**src/rtl/evt_pkg.sv**
```systemverilog
package evt_pkg;

    typedef enum logic [1:0] {
        MODE_UP    = 2'b00,
        MODE_DOWN  = 2'b01,
        MODE_UPDN1 = 2'b10,
        MODE_UPDN2 = 2'b11
    } evt_mode_e;

    typedef enum logic [1:0] {
        ST_IDLE = 2'b00,
        ST_HALT = 2'b01,
        ST_RUN  = 2'b10
    } evt_state_e;

    typedef struct packed {
        logic tc;
        logic ovf;
        logic unf;
    } evt_flags_t;

endpackage

```
**src/rtl/evt_ctrl.sv**
```systemverilog
module evt_ctrl
    import evt_pkg::*;
(
    input  logic clk,
    input  logic rst_n,
    input  logic cfg_en,
    input  logic ev_start,
    input  logic ev_stop,
    input  logic ev_count,
    input  logic ev_reload,
    input  logic ev_capture,
    output logic clear_o,
    output logic reload_o,
    output logic step_o,
    output logic capture_o
);

    evt_state_e state_q;
    evt_state_e state_d;

    // state register
    always_ff @(posedge clk or negedge rst_n) begin
        if (!rst_n) begin
            state_q <= ST_IDLE;
        end else begin
            state_q <= state_d;
        end
    end

    // transitions: enable, start, stop, disable
    always_comb begin
        state_d = state_q;
        unique case (state_q)
            ST_IDLE: begin
                if (cfg_en) state_d = ST_HALT;
            end
            ST_HALT: begin
                if (!cfg_en)                   state_d = ST_IDLE;
                else if (ev_start && !ev_stop) state_d = ST_RUN;
            end
            ST_RUN: begin
                if (!cfg_en)      state_d = ST_IDLE;
                else if (ev_stop) state_d = ST_HALT;
            end
            default: state_d = ST_IDLE;
        endcase
    end

    // outputs of the controller
    always_comb begin
        clear_o   = !cfg_en;
        reload_o  = cfg_en && ev_reload;
        capture_o = cfg_en && ev_capture;
        step_o    = 1'b0;
        unique case (state_q)
            ST_RUN:  step_o = cfg_en && !ev_stop && ev_count && !ev_reload;
            ST_HALT: step_o = 1'b0;
            ST_IDLE: step_o = 1'b0;
            default: step_o = 1'b0;
        endcase
    end

endmodule

```
**src/rtl/evt_core.sv**
```systemverilog
module evt_core
    import evt_pkg::*;
#(
    parameter int CNT_W = 16
)(
    input  logic             clk,
    input  logic             rst_n,
    input  logic             clear_i,
    input  logic             reload_i,
    input  logic             step_i,
    input  logic [1:0]       mode_i,
    input  logic [CNT_W-1:0] period_i,
    output logic [CNT_W-1:0] cnt_o,
    output evt_flags_t       flags_o,
    output evt_flags_t       flags_next_o
);

    localparam logic [CNT_W-1:0] ZERO = '0;
    localparam logic [CNT_W-1:0] ONE  = {{(CNT_W-1){1'b0}}, 1'b1};

    evt_mode_e        mode;
    logic [CNT_W-1:0] cnt_q, cnt_d;
    logic             dn_q, dn_d;
    evt_flags_t       flg_q, flg_d;
    logic             at_top, at_bot, per_zero, going_dn;
    logic [CNT_W-1:0] below_top, above_bot;

    assign mode      = evt_mode_e'(mode_i);
    assign at_top    = (cnt_q >= period_i);
    assign at_bot    = (cnt_q == ZERO);
    assign per_zero  = (period_i == ZERO);
    assign below_top = per_zero ? ZERO : (period_i - ONE);
    assign above_bot = per_zero ? ZERO : ONE;
    assign going_dn  = (mode == MODE_DOWN) || (mode_i[1] && dn_q);

    always_comb begin
        cnt_d = cnt_q;
        dn_d  = dn_q;
        flg_d = '0;
        if (clear_i) begin
            cnt_d = ZERO;
            dn_d  = 1'b0;
        end else if (reload_i) begin
            cnt_d = going_dn ? period_i : ZERO;
        end else if (step_i) begin
            unique case (mode)
                MODE_UP: begin
                    if (at_top) begin
                        cnt_d     = ZERO;
                        flg_d.tc  = 1'b1;
                        flg_d.ovf = 1'b1;
                    end else begin
                        cnt_d = cnt_q + ONE;
                    end
                end
                MODE_DOWN: begin
                    if (at_bot) begin
                        cnt_d     = period_i;
                        flg_d.tc  = 1'b1;
                        flg_d.unf = 1'b1;
                    end else begin
                        cnt_d = cnt_q - ONE;
                    end
                end
                MODE_UPDN1, MODE_UPDN2: begin
                    if (!dn_q) begin
                        if (at_top) begin
                            cnt_d     = below_top;
                            dn_d      = 1'b1;
                            flg_d.ovf = 1'b1;
                            flg_d.tc  = (mode == MODE_UPDN2);
                        end else begin
                            cnt_d = cnt_q + ONE;
                        end
                    end else begin
                        if (at_bot) begin
                            cnt_d     = above_bot;
                            dn_d      = 1'b0;
                            flg_d.unf = 1'b1;
                            flg_d.tc  = 1'b1;
                        end else begin
                            cnt_d = cnt_q - ONE;
                        end
                    end
                end
                default: cnt_d = cnt_q;
            endcase
        end
    end

    always_ff @(posedge clk or negedge rst_n) begin
        if (!rst_n) begin
            cnt_q <= ZERO;
            dn_q  <= 1'b0;
            flg_q <= '0;
        end else begin
            cnt_q <= cnt_d;
            dn_q  <= dn_d;
            flg_q <= flg_d;
        end
    end

    assign cnt_o        = cnt_q;
    assign flags_o      = flg_q;
    assign flags_next_o = flg_d;

endmodule

```
**src/rtl/evt_capture.sv**
```systemverilog
module evt_capture #(
    parameter int CNT_W = 16
)(
    input  logic             clk,
    input  logic             rst_n,
    input  logic             take_i,
    input  logic [CNT_W-1:0] cnt_i,
    output logic [CNT_W-1:0] cap_o
);

    logic [CNT_W-1:0] cap_q;

    always_ff @(posedge clk or negedge rst_n) begin
        if (!rst_n) begin
            cap_q <= '0;
        end else if (take_i) begin
            cap_q <= cnt_i;
        end
    end

    assign cap_o = cap_q;

endmodule

```
**src/rtl/evt_line.sv**
```systemverilog
module evt_line (
    input  logic clk,
    input  logic rst_n,
    input  logic clear_i,
    input  logic tc_next_i,
    output logic line_o,
    output logic line_n_o
);

    logic line_q;

    always_ff @(posedge clk or negedge rst_n) begin
        if (!rst_n) begin
            line_q <= 1'b0;
        end else if (clear_i) begin
            line_q <= 1'b0;
        end else if (tc_next_i) begin
            line_q <= !line_q;
        end
    end

    assign line_o   = line_q;
    assign line_n_o = !line_q;

endmodule

```
**src/rtl/evt_timer.sv**
```systemverilog
module evt_timer
    import evt_pkg::*;
#(
    parameter int CNT_W = 16
)(
    input  logic             clk,
    input  logic             rst_n,
    input  logic             cfg_en,
    input  logic [1:0]       cfg_mode,
    input  logic [CNT_W-1:0] cfg_period,
    input  logic             ev_reload,
    input  logic             ev_start,
    input  logic             ev_stop,
    input  logic             ev_count,
    input  logic             ev_capture,
    output logic [CNT_W-1:0] count_o,
    output logic [CNT_W-1:0] capture_o,
    output logic             tc_irq,
    output logic             trig_ovf,
    output logic             trig_unf,
    output logic             line_o,
    output logic             line_n_o
);

    logic       clear, reload, step, take;
    evt_flags_t flags, flags_next;

    evt_ctrl u_ctrl (
        .clk        (clk),
        .rst_n      (rst_n),
        .cfg_en     (cfg_en),
        .ev_start   (ev_start),
        .ev_stop    (ev_stop),
        .ev_count   (ev_count),
        .ev_reload  (ev_reload),
        .ev_capture (ev_capture),
        .clear_o    (clear),
        .reload_o   (reload),
        .step_o     (step),
        .capture_o  (take)
    );

    evt_core #(.CNT_W(CNT_W)) u_core (
        .clk          (clk),
        .rst_n        (rst_n),
        .clear_i      (clear),
        .reload_i     (reload),
        .step_i       (step),
        .mode_i       (cfg_mode),
        .period_i     (cfg_period),
        .cnt_o        (count_o),
        .flags_o      (flags),
        .flags_next_o (flags_next)
    );

    evt_capture #(.CNT_W(CNT_W)) u_cap (
        .clk    (clk),
        .rst_n  (rst_n),
        .take_i (take),
        .cnt_i  (count_o),
        .cap_o  (capture_o)
    );

    evt_line u_line (
        .clk       (clk),
        .rst_n     (rst_n),
        .clear_i   (clear),
        .tc_next_i (flags_next.tc),
        .line_o    (line_o),
        .line_n_o  (line_n_o)
    );

    assign tc_irq   = flags.tc;
    assign trig_ovf = flags.ovf;
    assign trig_unf = flags.unf;

endmodule

```
**config.mk**
```make
export PLATFORM = sky130hd
export DESIGN_NAME = evt_timer
export DESIGN_NICKNAME = d
export VERILOG_FILES = /design/src/rtl/evt_pkg.sv /design/src/rtl/evt_ctrl.sv /design/src/rtl/evt_core.sv /design/src/rtl/evt_capture.sv /design/src/rtl/evt_line.sv /design/src/rtl/evt_timer.sv
export SDC_FILE = /design/constraint.sdc
export NUM_CORES = 1
export LEC_CHECK = 0
export ABC_AREA = 1
export BUFFER_PORTS_ARGS = -buffer_cell sky130_fd_sc_hd__buf_2
export CORE_MARGIN = 3
export CORE_UTILIZATION = 59
export CTS_CLUSTER_SIZE = 40
export DETAILED_ROUTE_END_ITERATION = 10
export GPL_TIMING_DRIVEN = 0
export MAX_ROUTING_LAYER = met4
export PLACE_DENSITY = 0.91
export SLEW_MARGIN = 0
export SYNTH_ARGS = -nofsm -noshare
export SYNTH_HDL_FRONTEND = slang
export SYNTH_HIERARCHICAL = 1
export SYNTH_SLANG_ARGS = --single-unit
```
**constraint.sdc**
```tcl
create_clock -name clk -period 3 [get_ports clk]
set_input_delay 0.3 -clock clk [delete_from_list [all_inputs] [get_ports clk]]
set_output_delay 0.3 -clock clk [all_outputs]
set_load 0.005 [all_outputs]
```
* After elaboration in Yosys (flattened, before gate mapping)
Index checks and enable logic that the tools add are counted.
Storage, ports and cells: bits in latches 0, memory bits (writable) 0, input bits 26, register bits 39, logic and storage cells 83, memories kept 0, ROM bits 0, output and inout port bits 37
Operators by class: multiply operators 0, reduce and logical (&&, ||, !) cells 18, shift-type cells 0, bitwise operators 0, $lt $le $gt $ge 1, muxes and demuxes 40, $add $sub $neg 3, eq/ne operators 13, divide/modulo/power cells 0
Operator list (number):
- 16-bit two-way mux | 10
- 16-bit case mux with 3 select lines | 1
- 16-bit zero test | 2
- 16-bit by 1-bit subtractor with 16-bit output (second input constant) | 2
- 16-bit by 1-bit adder with 16-bit output (second input constant) | 1
- 16-bit greater-or-equal comparator | 1
- 1-bit two-way mux | 15
- 2-bit two-way mux | 7
- 3-bit two-way mux | 3
- 1-bit logical AND | 7
- 2-bit == test (second input constant) | 3
- 2-bit by 1-bit != test with 1-bit output (second input constant) | 3
- 2-bit case mux with 3 select lines | 1
- 3-bit AND reduction | 2
- 2-bit by 1-bit == test with 1-bit output (second input constant) | 2
- 2-bit zero test | 2
- 2-bit != test (second input constant) | 2
- 1-bit case mux with 2 select lines | 2
- 1-bit zero test | 3
- 3-bit by 1-bit != test with 1-bit output (second input constant) | 1
- 3-bit by 2-bit != test with 1-bit output (second input constant) | 1
- 3-bit != test (second input constant) | 1
- 1-bit case mux with 3 select lines | 1
- 2-bit OR reduction | 1
- 1-bit logical OR | 1

* Depth between registers and ports, before layout
Gate-level depths: netlist (run 1).
word-level depth 10, gate-level depth with buffers 17, gate-level depth less buffers 17

* Cells and area by module
The synthesis (run 1) kept the hierarchy.
By module, submodules not included:
- evt_core | times used 1, area an instance 3352.0 µm², cells each 590, sequential area each 500.5 µm²
- evt_capture | times used 1, area an instance 644.4 µm², cells each 68, sequential area each 400.4 µm²
- evt_ctrl | times used 1, area an instance 151.4 µm², cells each 24, sequential area each 50.0 µm²
- evt_line | times used 1, area an instance 50.0 µm², cells each 7, sequential area each 25.0 µm²

* Worst setup path after synthesis (run 1)
Ideal clock, no wire load.
path kind register to register, from reg u_core.cnt_q[6], in the netlist u_core/cnt_o[6], to reg u_line.line_q, in the netlist u_line/line_o, path buffers 1, clock period less this slack 2150 ps, library setup time 118 ps, stages on the path, launching flop included 16, arrival time 2033 ps, required time 2882 ps, path slack 850 ps, cell sequence dfrtp_1 ha_1 nand2_1 inv_1 nand2_1 nor2_1 nor2_1 nand2_1 nand2_1 nand2_2 buf_2 nand3_1 a31oi_1 nand2_1 nand2_1 nor2_2
RTL lines:
- start: declaration | RTL line evt_core.sv:22 | logic [CNT_W-1:0] cnt_q, cnt_d;
- start signal: assignment | RTL line evt_core.sv:97 | cnt_q <= cnt_d;
- end signal: assignment | RTL line evt_line.sv:18 | line_q <= !line_q;
- end: declaration | RTL line evt_line.sv:10 | logic line_q;

==> results.txt, run 1 <==
The commonest cells after synthesis are sky130_fd_sc_hd__nand2_1, sky130_fd_sc_hd__inv_1, sky130_fd_sc_hd__nor2_1. The largest net degree at the start of global routing came out at 40. The worst setup path is launched from a register. The max-capacitance violation count is 0. The clock latency on the worst-skew pair came out at 0.30 ns.

The initialized floorplan defines 30 standard-cell rows. The effective utilization at floorplan came out at 61.45%. The antenna violation net count after detailed routing came out at 0. The number of gates resized after CTS came out at 0. The via count of the first global-routing pass is about 4400.

IR analysis of the VDD net gives a maximum drop of about 0.29 mV. Dividing the final minimum period by the clock period gives roughly 93%. The mean post-synth cell area is around 6.1 um2. The count of endpoints failing setup in the final report is 0.

The total die area is a little over 8000 um2. The clock-pin transition on the worst setup and hold timing paths is 0.09 ns. The portion of synthesized cell area occupied by the leading cell type came out at 23.25%. The post-synthesis instance area came out at 4198 um2. The number of diodes added for antenna fixing came out at 0. The synthesized netlist devotes 5.961% of its cell area to adder and majority cells. Sorting the synthesized cells by area gives the leading types as sky130_fd_sc_hd__dfrtp_1, sky130_fd_sc_hd__nand2_1, sky130_fd_sc_hd__nand3_1. The top-level port count came out at 63. The total wire length after detailed routing came out at 13870 um. The floorplan core area is 6832 um2. The buffer cell driving the clock tree root is sky130_fd_sc_hd__clkbuf_8.

The worst endpoint required time is 3.19 ns. After synthesis the netlist holds a flip-flop and latch count of 39. The setup slack after placement came out at 0.2877 ns. The proportion of synthesized area in mux cells came out at 0%. The max-slew violation count came out at 0.

The post-synthesis share of cell area spent on and, or, nand and nor gates came out at between 40% and 50%. Detailed routing inserted a total of 4840 vias. After legalization and detailed placement, the total HPWL measured 10830 um. The timing-limited maximum frequency is roughly 360 MHz.

The starting DRC count in detailed routing is 555. After synthesis, the netlist uses 33 different library cells. The overall die height is 90.35 um. Setup repair after global routing left no endpoint under its margin. The static leakage is approximately 2.6 nW. The total negative setup slack came out at 0 ns.

The per-cell routed wire length came out at 16.22 um. The post-synth net total came out at approximately 740. The async set-or-reset flop fraction in the synthesized netlist came out at between 90% and 100%. The area growth from synthesis to layout came out at 12.94%. The area of the multi-input gates came out at 2701 um2. The worst-case headroom to the max-slew limit is 39.22%. Across all hold checks on the routed design, the worst slack comes to 0.1248 ns. The final setup skew is 0.008731 ns.

The worst setup path is of the register to register kind. The first-pass GRT wire length came out at 22070 um. The synthesized netlist devotes 10.58% of its cell area to compound gates. Data arrives at the worst endpoint at 2.99 ns.

The total setup buffers inserted after CTS came out at 0. The share of final-layout standard cells stronger than drive strength 1 came out at approximately 16%. The final weighted congestion in routability-driven placement came out at 0.9801. The layout filler cell count came out at 600.

In the routed layout, each cell is associated on average with a via count of 5.661. The count of warnings emitted by yosys came out at 6. The number of H-tree levels came out at 2. The total power of the final layout is about 0.002 W. The post-synthesis xor/xnor area fraction came out at 3.547%. The cts-stage hold buffer count came out at 0. The transition time at the pin with the least slew margin came out at about 0.91 ns. The width of the die is 90.35 um. The minimum period implied by the final worst setup slack came out at about 2.8 ns. No sink is reached through more buffers than the 2 on the longest clock path. Global routing used approximately 35% of the available tracks.

The initial antenna violation count is 0. Synthesis handed over a netlist of 689 instances. The remaining global-route overflow is 0. The final critical-path setup slack came out at approximately 0.20 ns. Power spread over the standard cell area amounts to ~420 nW/um2. The area of all sequential standard cells came out at slightly below 1000 um2.

TritonCTS built the clock tree. During placement, the flow inserted port buffers numbering 62. Counting the buffers created by CTS gives 5. The length of the first detailed-routing pass in iterations is 6. The top flip-flop cell by instance count after synthesis is sky130_fd_sc_hd__dfrtp_1. After detailed routing, the number of remaining DRC violations is 0.

The worst setup path is captured at a register. After synthesis, the largest family of logic cells by area is simple AND/OR/NAND/NOR gates. Summed over all instances, the cell type with the most area after synthesis is sky130_fd_sc_hd__dfrtp_1. The number of hold violations in the final report was 0. The total number of nets in the final design came out at between 800 and 900. The maximum fanout along the worst path came out at 10. The run finished with clean final reports. The CTS sink count came out at 39. The count of flip-flops with a built-in enable after synthesis is 0. In this run the worst hold path is classified as primary input to async pin. The share of synthesized area occupied by flip-flops and latches is 23.25%. Among all cell types in the netlist, the one instantiated most often is sky130_fd_sc_hd__nand2_1.
## metrics by stage
stage,util [%],cell area (um2),instances
2_1_floorplan,-,4198,689
3_3_place_gp,67.75,4628,847
3_5_place_dp,67.75,4628,847
4_1_cts,69.40,4741,855
5_1_grt,69.40,4741,855
6_report,69.40,4741,855
## power breakdown
part | internal [W] | total (W) | switching [W]
Clock | 0.000248 | 0.000458 | 0.000210
Sequential | 0.000597 | 0.000707 | 0.000111
Combinational | 0.000297 | 0.000837 | 0.000540
Total | 0.00114 | 0.00200 | 0.000860
## final timing paths
kind / startpoint / depth (start not counted) / slack, ns / endpoint
hold reg to reg: u_cap/cap_o[13] / 2 / 0.47 / u_cap/cap_o[13]
max in group asynchronous: rst_n / 1 / 2.30 / u_core/cnt_o[7]
hold / removal: rst_n / 1 / 0.12 / u_cap/cap_o[8]
setup / recovery: u_core/cnt_o[0] / 14 / 0.20 / u_line/line_o
min in group clk: ev_stop / 3 / 0.32 / u_ctrl/state_q[0]
setup reg to reg: u_core/cnt_o[0] / 14 / 0.20 / u_line/line_o
## critical path, stage by stage (launching register included)
cell and delay [ns]:
sky130_fd_sc_hd__dfrtp_1 0.53, sky130_fd_sc_hd__inv_1 0.22, sky130_fd_sc_hd__ha_1 0.32, sky130_fd_sc_hd__nand4_1 0.13, sky130_fd_sc_hd__nor2_1 0.12, sky130_fd_sc_hd__nor2_1 0.04, sky130_fd_sc_hd__nand2_1 0.07, sky130_fd_sc_hd__nand2_1 0.14
sky130_fd_sc_hd__nand2_2 0.21, sky130_fd_sc_hd__buf_2 0.25, sky130_fd_sc_hd__nand3_1 0.11, sky130_fd_sc_hd__a31oi_1 0.32, sky130_fd_sc_hd__nand2_1 0.09, sky130_fd_sc_hd__nand2_1 0.09, sky130_fd_sc_hd__nor2_2 0.04
## state kept, by name, summed over array words and instances (netlist names)
| name | cells |
|---|---|
| u_core/dn_q | 1 |
| u_core/cnt_o | 16 |
| u_line/line_o | 1 |
| u_cap/cap_o | 16 |
| u_ctrl/state_q | 2 |
| u_core/flags_o | 3 |
## routing by layer
layer  share of wire (%)  wire length (um)  global-route usage [%]
met1                  43              5986                   46.18
met3                 8.7              1210                   5.083
met2                  44              6169                   53.27
met5                   0                 0                       -
met4                 3.6               505                   13.52
## cell families after synthesis
group           count (synthesis)
simple gates                  412
buf+inv                       120
compound gates                 81
flops                          39
fa+ha+maj                      20
xor+xnor                       17
## final cells by class
| cell class | instances | share of cell area [%] |
|---|---|---|
| plain buffers | 21 | 3.035 |
| clock buffers | 5 | 1.452 |
| clock inverters | 3 | 0.9237 |
| inverters | 99 | 7.944 |
| multi-input cells | 530 | 56.98 |
| flip-flops and latches | 39 | 20.59 |
| well taps | 96 | 2.534 |
| repair buffers | 62 | 6.545 |
## layout by cell type (no fill, tap or decap)
master and count:
sky130_fd_sc_hd__clkinv_2 1, sky130_fd_sc_hd__o311ai_0 1, sky130_fd_sc_hd__nand2_1 188, sky130_fd_sc_hd__bufinv_16 1
sky130_fd_sc_hd__nor2_1 87, sky130_fd_sc_hd__nor3_2 2, sky130_fd_sc_hd__xor2_1 17, sky130_fd_sc_hd__a21oi_1 32
sky130_fd_sc_hd__a31oi_1 1, sky130_fd_sc_hd__o22ai_1 1, sky130_fd_sc_hd__nand3_4 1, sky130_fd_sc_hd__buf_6 5
sky130_fd_sc_hd__dfrtp_1 39, sky130_fd_sc_hd__o21ai_0 31, sky130_fd_sc_hd__clkinv_4 1, sky130_fd_sc_hd__nor2_4 8
sky130_fd_sc_hd__clkbuf_1 8, sky130_fd_sc_hd__nand4_1 9, sky130_fd_sc_hd__nand3_1 80, sky130_fd_sc_hd__nand2_2 13
sky130_fd_sc_hd__a21oi_2 5, sky130_fd_sc_hd__clkbuf_8 5, sky130_fd_sc_hd__buf_12 1, sky130_fd_sc_hd__ha_1 20
sky130_fd_sc_hd__buf_2 68, sky130_fd_sc_hd__nor3_1 8, sky130_fd_sc_hd__o21ai_2 1, sky130_fd_sc_hd__nand2_4 1
sky130_fd_sc_hd__nand3_2 2, sky130_fd_sc_hd__inv_6 1, sky130_fd_sc_hd__inv_1 97, sky130_fd_sc_hd__nand3b_1 6
sky130_fd_sc_hd__nor2_2 7, sky130_fd_sc_hd__o21ai_1 5, sky130_fd_sc_hd__inv_2 1, sky130_fd_sc_hd__o211ai_1 4
sky130_fd_sc_hd__buf_4 1
(Power assumes the default switching activity.)
==> run 2: changes to the inputs <==
--- a/config.mk
+++ b/config.mk
@@ -6,7 +6,7 @@
 export NUM_CORES = 1
 export LEC_CHECK = 0
 export ABC_AREA = 1
-export BUFFER_PORTS_ARGS = -buffer_cell sky130_fd_sc_hd__buf_2
+export BUFFER_PORTS_ARGS = -buffer_cell sky130_fd_sc_hd__buf_4
 export CORE_MARGIN = 3
 export CORE_UTILIZATION = 59
 export CTS_CLUSTER_SIZE = 40
==> results.txt, run 2 (synthesized netlist as in run 1, its figures left out) <==
The total wire length after detailed routing is 14210 um (+2.4%). The area growth from synthesis to layout came out at 16.87%. The buffer depth of the longest clock path came out at 2 (unchanged). The number of vias after detailed routing was 4980 (+2.9%). The max-capacitance violation count was 0 (unchanged). The clock tree from TritonCTS is yes. The path class of the tightest hold or removal check is primary input to register.

The final weighted congestion in routability-driven placement is 1.004 (+2.4%). The effective utilization at floorplan came to 61.45% (unchanged). The post-route non-filler standard cell count is 856 (+0.12%). The total CTS buffers came to 5 (unchanged).

The number of rows in the core area came out at 30 (unchanged). STA classifies the critical path endpoint as a register. The floorplan core area is 6832 um2 (unchanged).

The count of port buffers added during placement came out at 62 (unchanged). STA classifies the critical path startpoint as a register. The static leakage came to 2.639 nW (+1.7%). The power density relative to cell area came out at 419.8 nW/um2 (-0.62%).

The antenna violation net count after detailed routing is 0 (unchanged). The total die area came out at 8163 um2 (unchanged). The total negative setup slack is 0 ns (unchanged). The arrival time reported for the critical path endpoint was 2.95 ns (-0.04 ns). The final critical-path setup slack is 0.2472 ns (+0.04354 ns). The overall die height was 90.35 um (unchanged). The width of the die came out at 90.35 um (unchanged). The area of all sequential standard cells is 975.9 um2 (unchanged).

The remaining global-route overflow came out at 0 (unchanged). The maximum fanout along the worst path is 10 (unchanged). The maximum VDD drop came out at 0.2386 mV (-17%).

Counting stages on the worst path, the most repeated cell is sky130_fd_sc_hd__nand2_1. The library cell used most frequently in the layout, excluding fill and tap cells, is sky130_fd_sc_hd__nand2_1. The length of the first detailed-routing pass in iterations came out at 6 (unchanged). The minimum period implied by the final worst setup slack came to 2.753 ns (-0.04354 ns). The post-placement cell count came out at 847 (unchanged).

The mean number of vias per cell is 5.818 (+2.8%). The number of hold violations in the final report came out at 0 (unchanged). The clock latency on the worst-skew pair is 0.30 ns (about the same).

The per-cell routed wire length came out at 16.60 um (+2.3%). The total number of nets in the final design came out at 805 (+0.12%). Walking the worst path, the cells encountered are inv_1 -> ha_1 -> nand4_1 -> nor2_1 -> nor2_1 -> nand2_1 -> nand2_1 -> nand2_2 -> buf_2 -> nand3_1 -> a31oi_1 -> nand2_1 -> nand2_1 -> nor2_2. The starting DRC count in detailed routing is 471 (-15%). The final clock period utilization by the worst path is 91.76% (-1.5 points). The area of the multi-input gates was 2701 um2 (unchanged).

The number of H-tree levels came out at 2 (unchanged). The HPWL reported at the end of detailed placement came out at 10970 um (+1.3%). The worst-case hold slack was 0.2841 ns (+0.1593 ns). The count of endpoints failing setup in the final report came out at 0 (unchanged).

The number of diodes added for antenna fixing is 0 (unchanged). The worst-case headroom to the max-slew limit is 54.34% (+15 points). The via count of the first global-routing pass came out at 4462 (+2.6%). The CTS sink count came out at 39 (unchanged).

The transition time at the pin with the least slew margin came out at 0.6824 ns (-0.2293 ns). The buffer cell driving the clock tree root is sky130_fd_sc_hd__clkbuf_8. The worst endpoint required time is 3.19 ns (about the same). The timing-limited maximum frequency is 363.3 MHz (+1.6%). The top-level port count came out at 63 (unchanged). The number of gates resized after CTS came out at 0 (unchanged). The post-place instance area is 4783 um2 (+3.4%). The setup path with the least slack is of type register to register. The largest net degree at the start of global routing came out at 40 (unchanged). Setup repair after global routing left no endpoint under its margin. Among all stages on the critical path, the largest delay is contributed by sky130_fd_sc_hd__dfrtp_1. The overall track demand over capacity in global routing came out at 35.06% (+0.41 points). The max-slew violation count is 0 (unchanged). The clock-pin transition on the worst setup and hold timing paths is 0.09 ns (about the same). The final setup skew came out at 0.006330 ns (-0.002401 ns).

The largest stage delay on the critical path is 0.53 ns (about the same). The share of final-layout standard cells stronger than drive strength 1 is 16.45% (-0.022 points). The initial antenna violation count came out at 0 (unchanged). The layout filler cell count came out at 638 (+6.3%). The flow ran to the end, and the final reports show no timing, DRC or antenna violations.

The post-route DRC violation count is 0 (unchanged). The library cells used most frequently in the layout, excluding fill and tap cells, are sky130_fd_sc_hd__nand2_1, sky130_fd_sc_hd__inv_1, sky130_fd_sc_hd__nor2_1. The first-pass GRT wire length came to 22340 um (+1.2%).

The setup slack after placement is 0.3274 ns (+0.03972 ns). The cell area after layout came out at 4906 um2 (+3.5%).
## run 2: what timing repair did
item | CTS | global route
hold buffers | 1 | 0
setup buffers | 0 | 0
hold endpoints to repair | 39 | 0
## run 2: through the flow
step	util (%)	total power, W
2_1_floorplan	-	0.001235
3_3_place_gp	70.02	0.001551
3_5_place_dp	70.02	0.001579
4_1_cts	71.81	0.002038
5_1_grt	71.81	0.002189
6_report	71.81	0.002059
## run 2: metal layers
| layer | vias to the layer above | share of wire (%) | global-route usage [%] |
|---|---|---|---|
| met5 | - | 0 | - |
| met4 | 0 | 3.3 | 15.56 |
| met3 | 41 | 12 | 6.833 |
| met2 | 324 | 45 | 54.01 |
| met1 | 2278 | 40 | 44.80 |
| li1 | 2337 | - | - |
## run 2: layout make-up
class	instances	area share, %
Buffer	21	2.933
Clock buffer	5	1.403
Clock inverter	3	0.8926
Inverter	99	7.677
Multi-Input combinational cell	530	55.06
Sequential cell	39	19.89
Tap cell	96	2.448
Timing Repair Buffer	63	9.691
## run 2: path summary, 6_finish.rpt
path	startpoint	to	slack, ns	cells after the start
setup reg to reg	u_core/cnt_o[0]	u_line/line_o	0.25	14
hold / removal	ev_stop	u_ctrl/state_q[0]	0.28	3
hold reg to reg	u_cap/cap_o[13]	u_cap/cap_o[13]	0.47	2
min in group asynchronous	rst_n	u_cap/cap_o[9]	0.52	2
max in group asynchronous	rst_n	u_core/flags_o[1]	2.13	2
setup / recovery	u_core/cnt_o[0]	u_line/line_o	0.25	14
## run 2: worst max-delay path, delay by kind of cell, from the launching register on
family,cells,cell delay [ns]
DFF,1,0.53
adders and majority gates,1,0.34
buffers and inverters,2,0.49
and+or+nand+nor,10,1.01
AOI/OAI and AO/OA,1,0.28
## run 2: power breakdown
group / internal (W) / leakage, nW / total (W) / switching, W
clock: 0.000248 / 0.0581 / 0.000460 / 0.000212
sequential: 0.000597 / 0.496 / 0.000715 / 0.000118
combinational: 0.000342 / 2.09 / 0.000884 / 0.000542
==> run 3: changes to the inputs <==
--- a/config.mk
+++ b/config.mk
@@ -7,13 +7,15 @@
 export LEC_CHECK = 0
 export ABC_AREA = 1
 export BUFFER_PORTS_ARGS = -buffer_cell sky130_fd_sc_hd__buf_4
+export CELL_PAD_IN_SITES_DETAIL_PLACEMENT = 0
+export CELL_PAD_IN_SITES_GLOBAL_PLACEMENT = 1
 export CORE_MARGIN = 3
-export CORE_UTILIZATION = 59
+export CORE_UTILIZATION = 40
 export CTS_CLUSTER_SIZE = 40
 export DETAILED_ROUTE_END_ITERATION = 10
 export GPL_TIMING_DRIVEN = 0
 export MAX_ROUTING_LAYER = met4
-export PLACE_DENSITY = 0.91
+export PLACE_DENSITY = 0.9
 export SLEW_MARGIN = 0
 export SYNTH_ARGS = -nofsm -noshare
 export SYNTH_HDL_FRONTEND = slang
==> constraint.sdc (replaced) <==
create_clock -name clk -period 3 [get_ports clk]
set_input_delay 0.15 -clock clk [delete_from_list [all_inputs] [get_ports clk]]
set_output_delay 0.15 -clock clk [all_outputs]
set_load 0.005 [all_outputs]
==> results.txt, run 3 (synthesized netlist as in run 1, its figures left out) <==
The number of diodes added for antenna fixing came out at 0 (unchanged). The worst endpoint required time is 3.20 ns (about the same). The antenna violation net count after detailed routing is 0 (unchanged). The HPWL reported at the end of detailed placement is 11630 um (+6.1%).

The power density relative to cell area came out at 406.9 nW/um2 (-3.1%). The overall track demand over capacity in global routing is 26.32% (-8.7 points). The most common cell after layout, fill and taps aside is sky130_fd_sc_hd__nand2_1. The total setup buffers inserted after CTS came to 0 (unchanged). The worst-case headroom to the max-slew limit came out at 48.39% (-6.0 points). The minimum period implied by the final worst setup slack was 2.787 ns (+0.03417 ns). The layer carrying the most global-route usage is met2. The total negative setup slack is 0 ns (unchanged).

The remaining global-route overflow is 0 (unchanged). The setup slack after placement came out at 0.2440 ns (-0.08344 ns). The post-placement cell count is 884 (+4.4%). The per-cell routed wire length is 16.56 um (-0.22%). The total number of nets in the final design is 805 (unchanged). The largest net degree at the start of global routing came out at 40 (unchanged). The post-route DRC violation count was 0 (unchanged). The largest stage delay on the critical path came out at 0.53 ns (about the same).

The maximum fanout along the worst path is 10 (unchanged). From synthesis to final layout, the design area changed by 17.68%. The timing-limited maximum frequency is 358.8 MHz (-1.2%).

Traced cell by cell, the critical path runs through inv_1 -> ha_1 -> nand4_1 -> nor2_1 -> nor2_1 -> nand2_1 -> nand2_1 -> nand2_2 -> buf_2 -> nand3_1 -> a31oi_1 -> nand2_1 -> nand2_1 -> nor2_2. The buffer depth of the longest clock path is 2 (unchanged). The top-level port count came out at 63 (unchanged). The total CTS buffers was 5 (unchanged). The run finished with clean final reports. The arrival time reported for the critical path endpoint is 2.99 ns (+0.04 ns).

The cell repeated most along the worst path is sky130_fd_sc_hd__nand2_1. The final clock period utilization by the worst path is 92.90% (+1.1 points). The post-place instance area is 4830 um2 (+0.97%). The clock-pin transition on the worst setup and hold timing paths is 0.09 ns (about the same). STA classifies the critical path startpoint as a register. The buffer cell driving the clock tree root is sky130_fd_sc_hd__clkbuf_8. The total die area came out at 11760 um2 (+44%). The number of gates resized after CTS came out at 0 (unchanged). Among cell families on the critical path, the largest total delay comes from simple AND/OR/NAND/NOR gates. The max-slew violation count came to 0 (unchanged). The initial antenna violation count came out at 0 (unchanged). The overall die height is 108.4 um (+20%).

The cell area after layout was 4940 um2 (+0.69%). The final setup skew was 0.01208 ns (+0.005750 ns). The count of endpoints failing setup in the final report came to 0 (unchanged).

The worst path buffer plus inverter count is 2 (unchanged). The startpoint-to-endpoint class of the critical path is register to register. The CTS sink count came out at 39 (unchanged).

The number of hold violations in the final report came out at 0 (unchanged). The number of rows in the core area came out at 36 (+20%). The met2 global-route usage was 42.76% (-11 points). The maximum VDD drop is 0.1860 mV (-22%). The total wire length after detailed routing came to 14790 um (+4.1%).

TritonCTS built the clock tree. The final critical-path setup slack is 0.2130 ns (-0.03417 ns). The mean number of vias per cell is 5.251 (-9.7%). The effective utilization at floorplan came out at 41.98% (-19 points). The met3 usage in global routing came out at 2.567% (-4.3 points). Setup repair after global routing left no endpoint under its margin. The number of H-tree levels came out at 2 (unchanged). The post-route non-filler standard cell count came out at 893 (+4.3%). In this run the worst hold path is classified as primary input to register.

The number of vias after detailed routing is 4689 (-5.8%). The share of final-layout standard cells stronger than drive strength 1 was 16.32% (-0.13 points). The length of the first detailed-routing pass in iterations is 7 (+1). The transition time at the pin with the least slew margin is 0.7714 ns (+0.08897 ns). The starting DRC count in detailed routing came out at 365 (-23%).

The cell with the largest stage delay on the worst path is sky130_fd_sc_hd__dfrtp_1. The clock latency on the worst-skew pair is 0.31 ns (about the same). The max-capacitance violation count came out at 0 (unchanged).

The count of port buffers added during placement is 62 (unchanged). The library cells used most frequently in the layout, excluding fill and tap cells, are sky130_fd_sc_hd__nand2_1, sky130_fd_sc_hd__inv_1, sky130_fd_sc_hd__nor2_1. The width of the die is 108.4 um (+20%). STA classifies the critical path endpoint as a register. The met1 usage came to 35.39% (-9.4 points).

The floorplan core area is 10000 um2 (+46%). The static leakage was 2.633 nW (-0.25%). The final weighted congestion in routability-driven placement came out at 0.9371 (-6.6%). The via count of the first global-routing pass is 4294 (-3.8%). The first-pass GRT wire length was 23090 um (+3.3%).
==> run 3: cell count changes in the layout (fill, tap and decap cells not counted), sizes merged <==
cell | previous run | this run
clkbuf | 13 | 16
clkinv | 2 | 0
bufinv | 1 | 0
==> run 3: what timing repair did <==
| item | in CTS | in global routing |
|---|---|---|
| endpoints found under the setup margin | 0 | 0 |
| hold buffers | 1 | 0 |
| hold endpoints to repair | 39 | 0 |
==> run 3: path summary, 6_finish.rpt <==
| path | from | to | slack [ns] | cells after the start |
|---|---|---|---|---|
| max | u_core/cnt_o[0] | u_line/line_o | 0.21 | 14 |
| min | ev_stop | u_ctrl/state_q[0] | 0.13 | 3 |
| max reg2reg | u_core/cnt_o[0] | u_line/line_o | 0.21 | 14 |
| min reg2reg | u_cap/cap_o[1] | u_cap/cap_o[1] | 0.48 | 2 |
| max in group asynchronous | rst_n | u_core/cnt_o[11] | 2.26 | 2 |
| min in group asynchronous | rst_n | u_core/cnt_o[9] | 0.37 | 2 |
==> run 3: area by class of cell <==
type                            instances  area (um2)
Clock buffer                            8       100.1
Fill cell                            1099        5060
Multi-Input combinational cell        530        2701
Tap cell                              133       166.4
Buffer                                 21       143.9
Sequential cell                        39       975.9
Inverter                               99       376.6
Timing Repair Buffer                   63       475.5
==> run 3: per-stage QoR <==
stage               hold slack (ns)  utilization, %  total power (W)
detailed placement           0.1763           48.30         0.001591
global route                 0.1373           49.40         0.002160
finish                       0.1308           49.40         0.002010
global placement             0.1685           48.30         0.001575
CTS                          0.1255           49.40         0.002022
floorplan                   -0.1456               -         0.001235
==> run 3: worst register-to-register path: stages, from the launching register on <==
cell                      delay, ns
sky130_fd_sc_hd__dfrtp_1       0.53
sky130_fd_sc_hd__inv_1         0.23
sky130_fd_sc_hd__ha_1          0.33
sky130_fd_sc_hd__nand4_1       0.10
sky130_fd_sc_hd__nor2_1        0.10
sky130_fd_sc_hd__nor2_1        0.04
sky130_fd_sc_hd__nand2_1       0.08
sky130_fd_sc_hd__nand2_1       0.15
sky130_fd_sc_hd__nand2_2       0.24
sky130_fd_sc_hd__buf_2         0.26
sky130_fd_sc_hd__nand3_1       0.09
sky130_fd_sc_hd__a31oi_1       0.33
sky130_fd_sc_hd__nand2_1       0.09
sky130_fd_sc_hd__nand2_1       0.08
sky130_fd_sc_hd__nor2_2        0.03
==> run 3: where the power goes <==
part,switching [W],total (W),internal (W)
Sequential,0.000116,0.000713,0.000597
Combinational,0.000539,0.000881,0.000342
Clock,0.000206,0.000416,0.000210
Total,0.000861,0.00201,0.00115
==> run 3: per-layer routing <==
| metal | part of all wire [%] | up-vias |
|---|---|---|
| li1 | - | 2330 |
| met1 | 45 | 2174 |
| met2 | 47 | 171 |
| met3 | 7.1 | 14 |
| met4 | 0.99 | 0 |
| met5 | 0 | - |
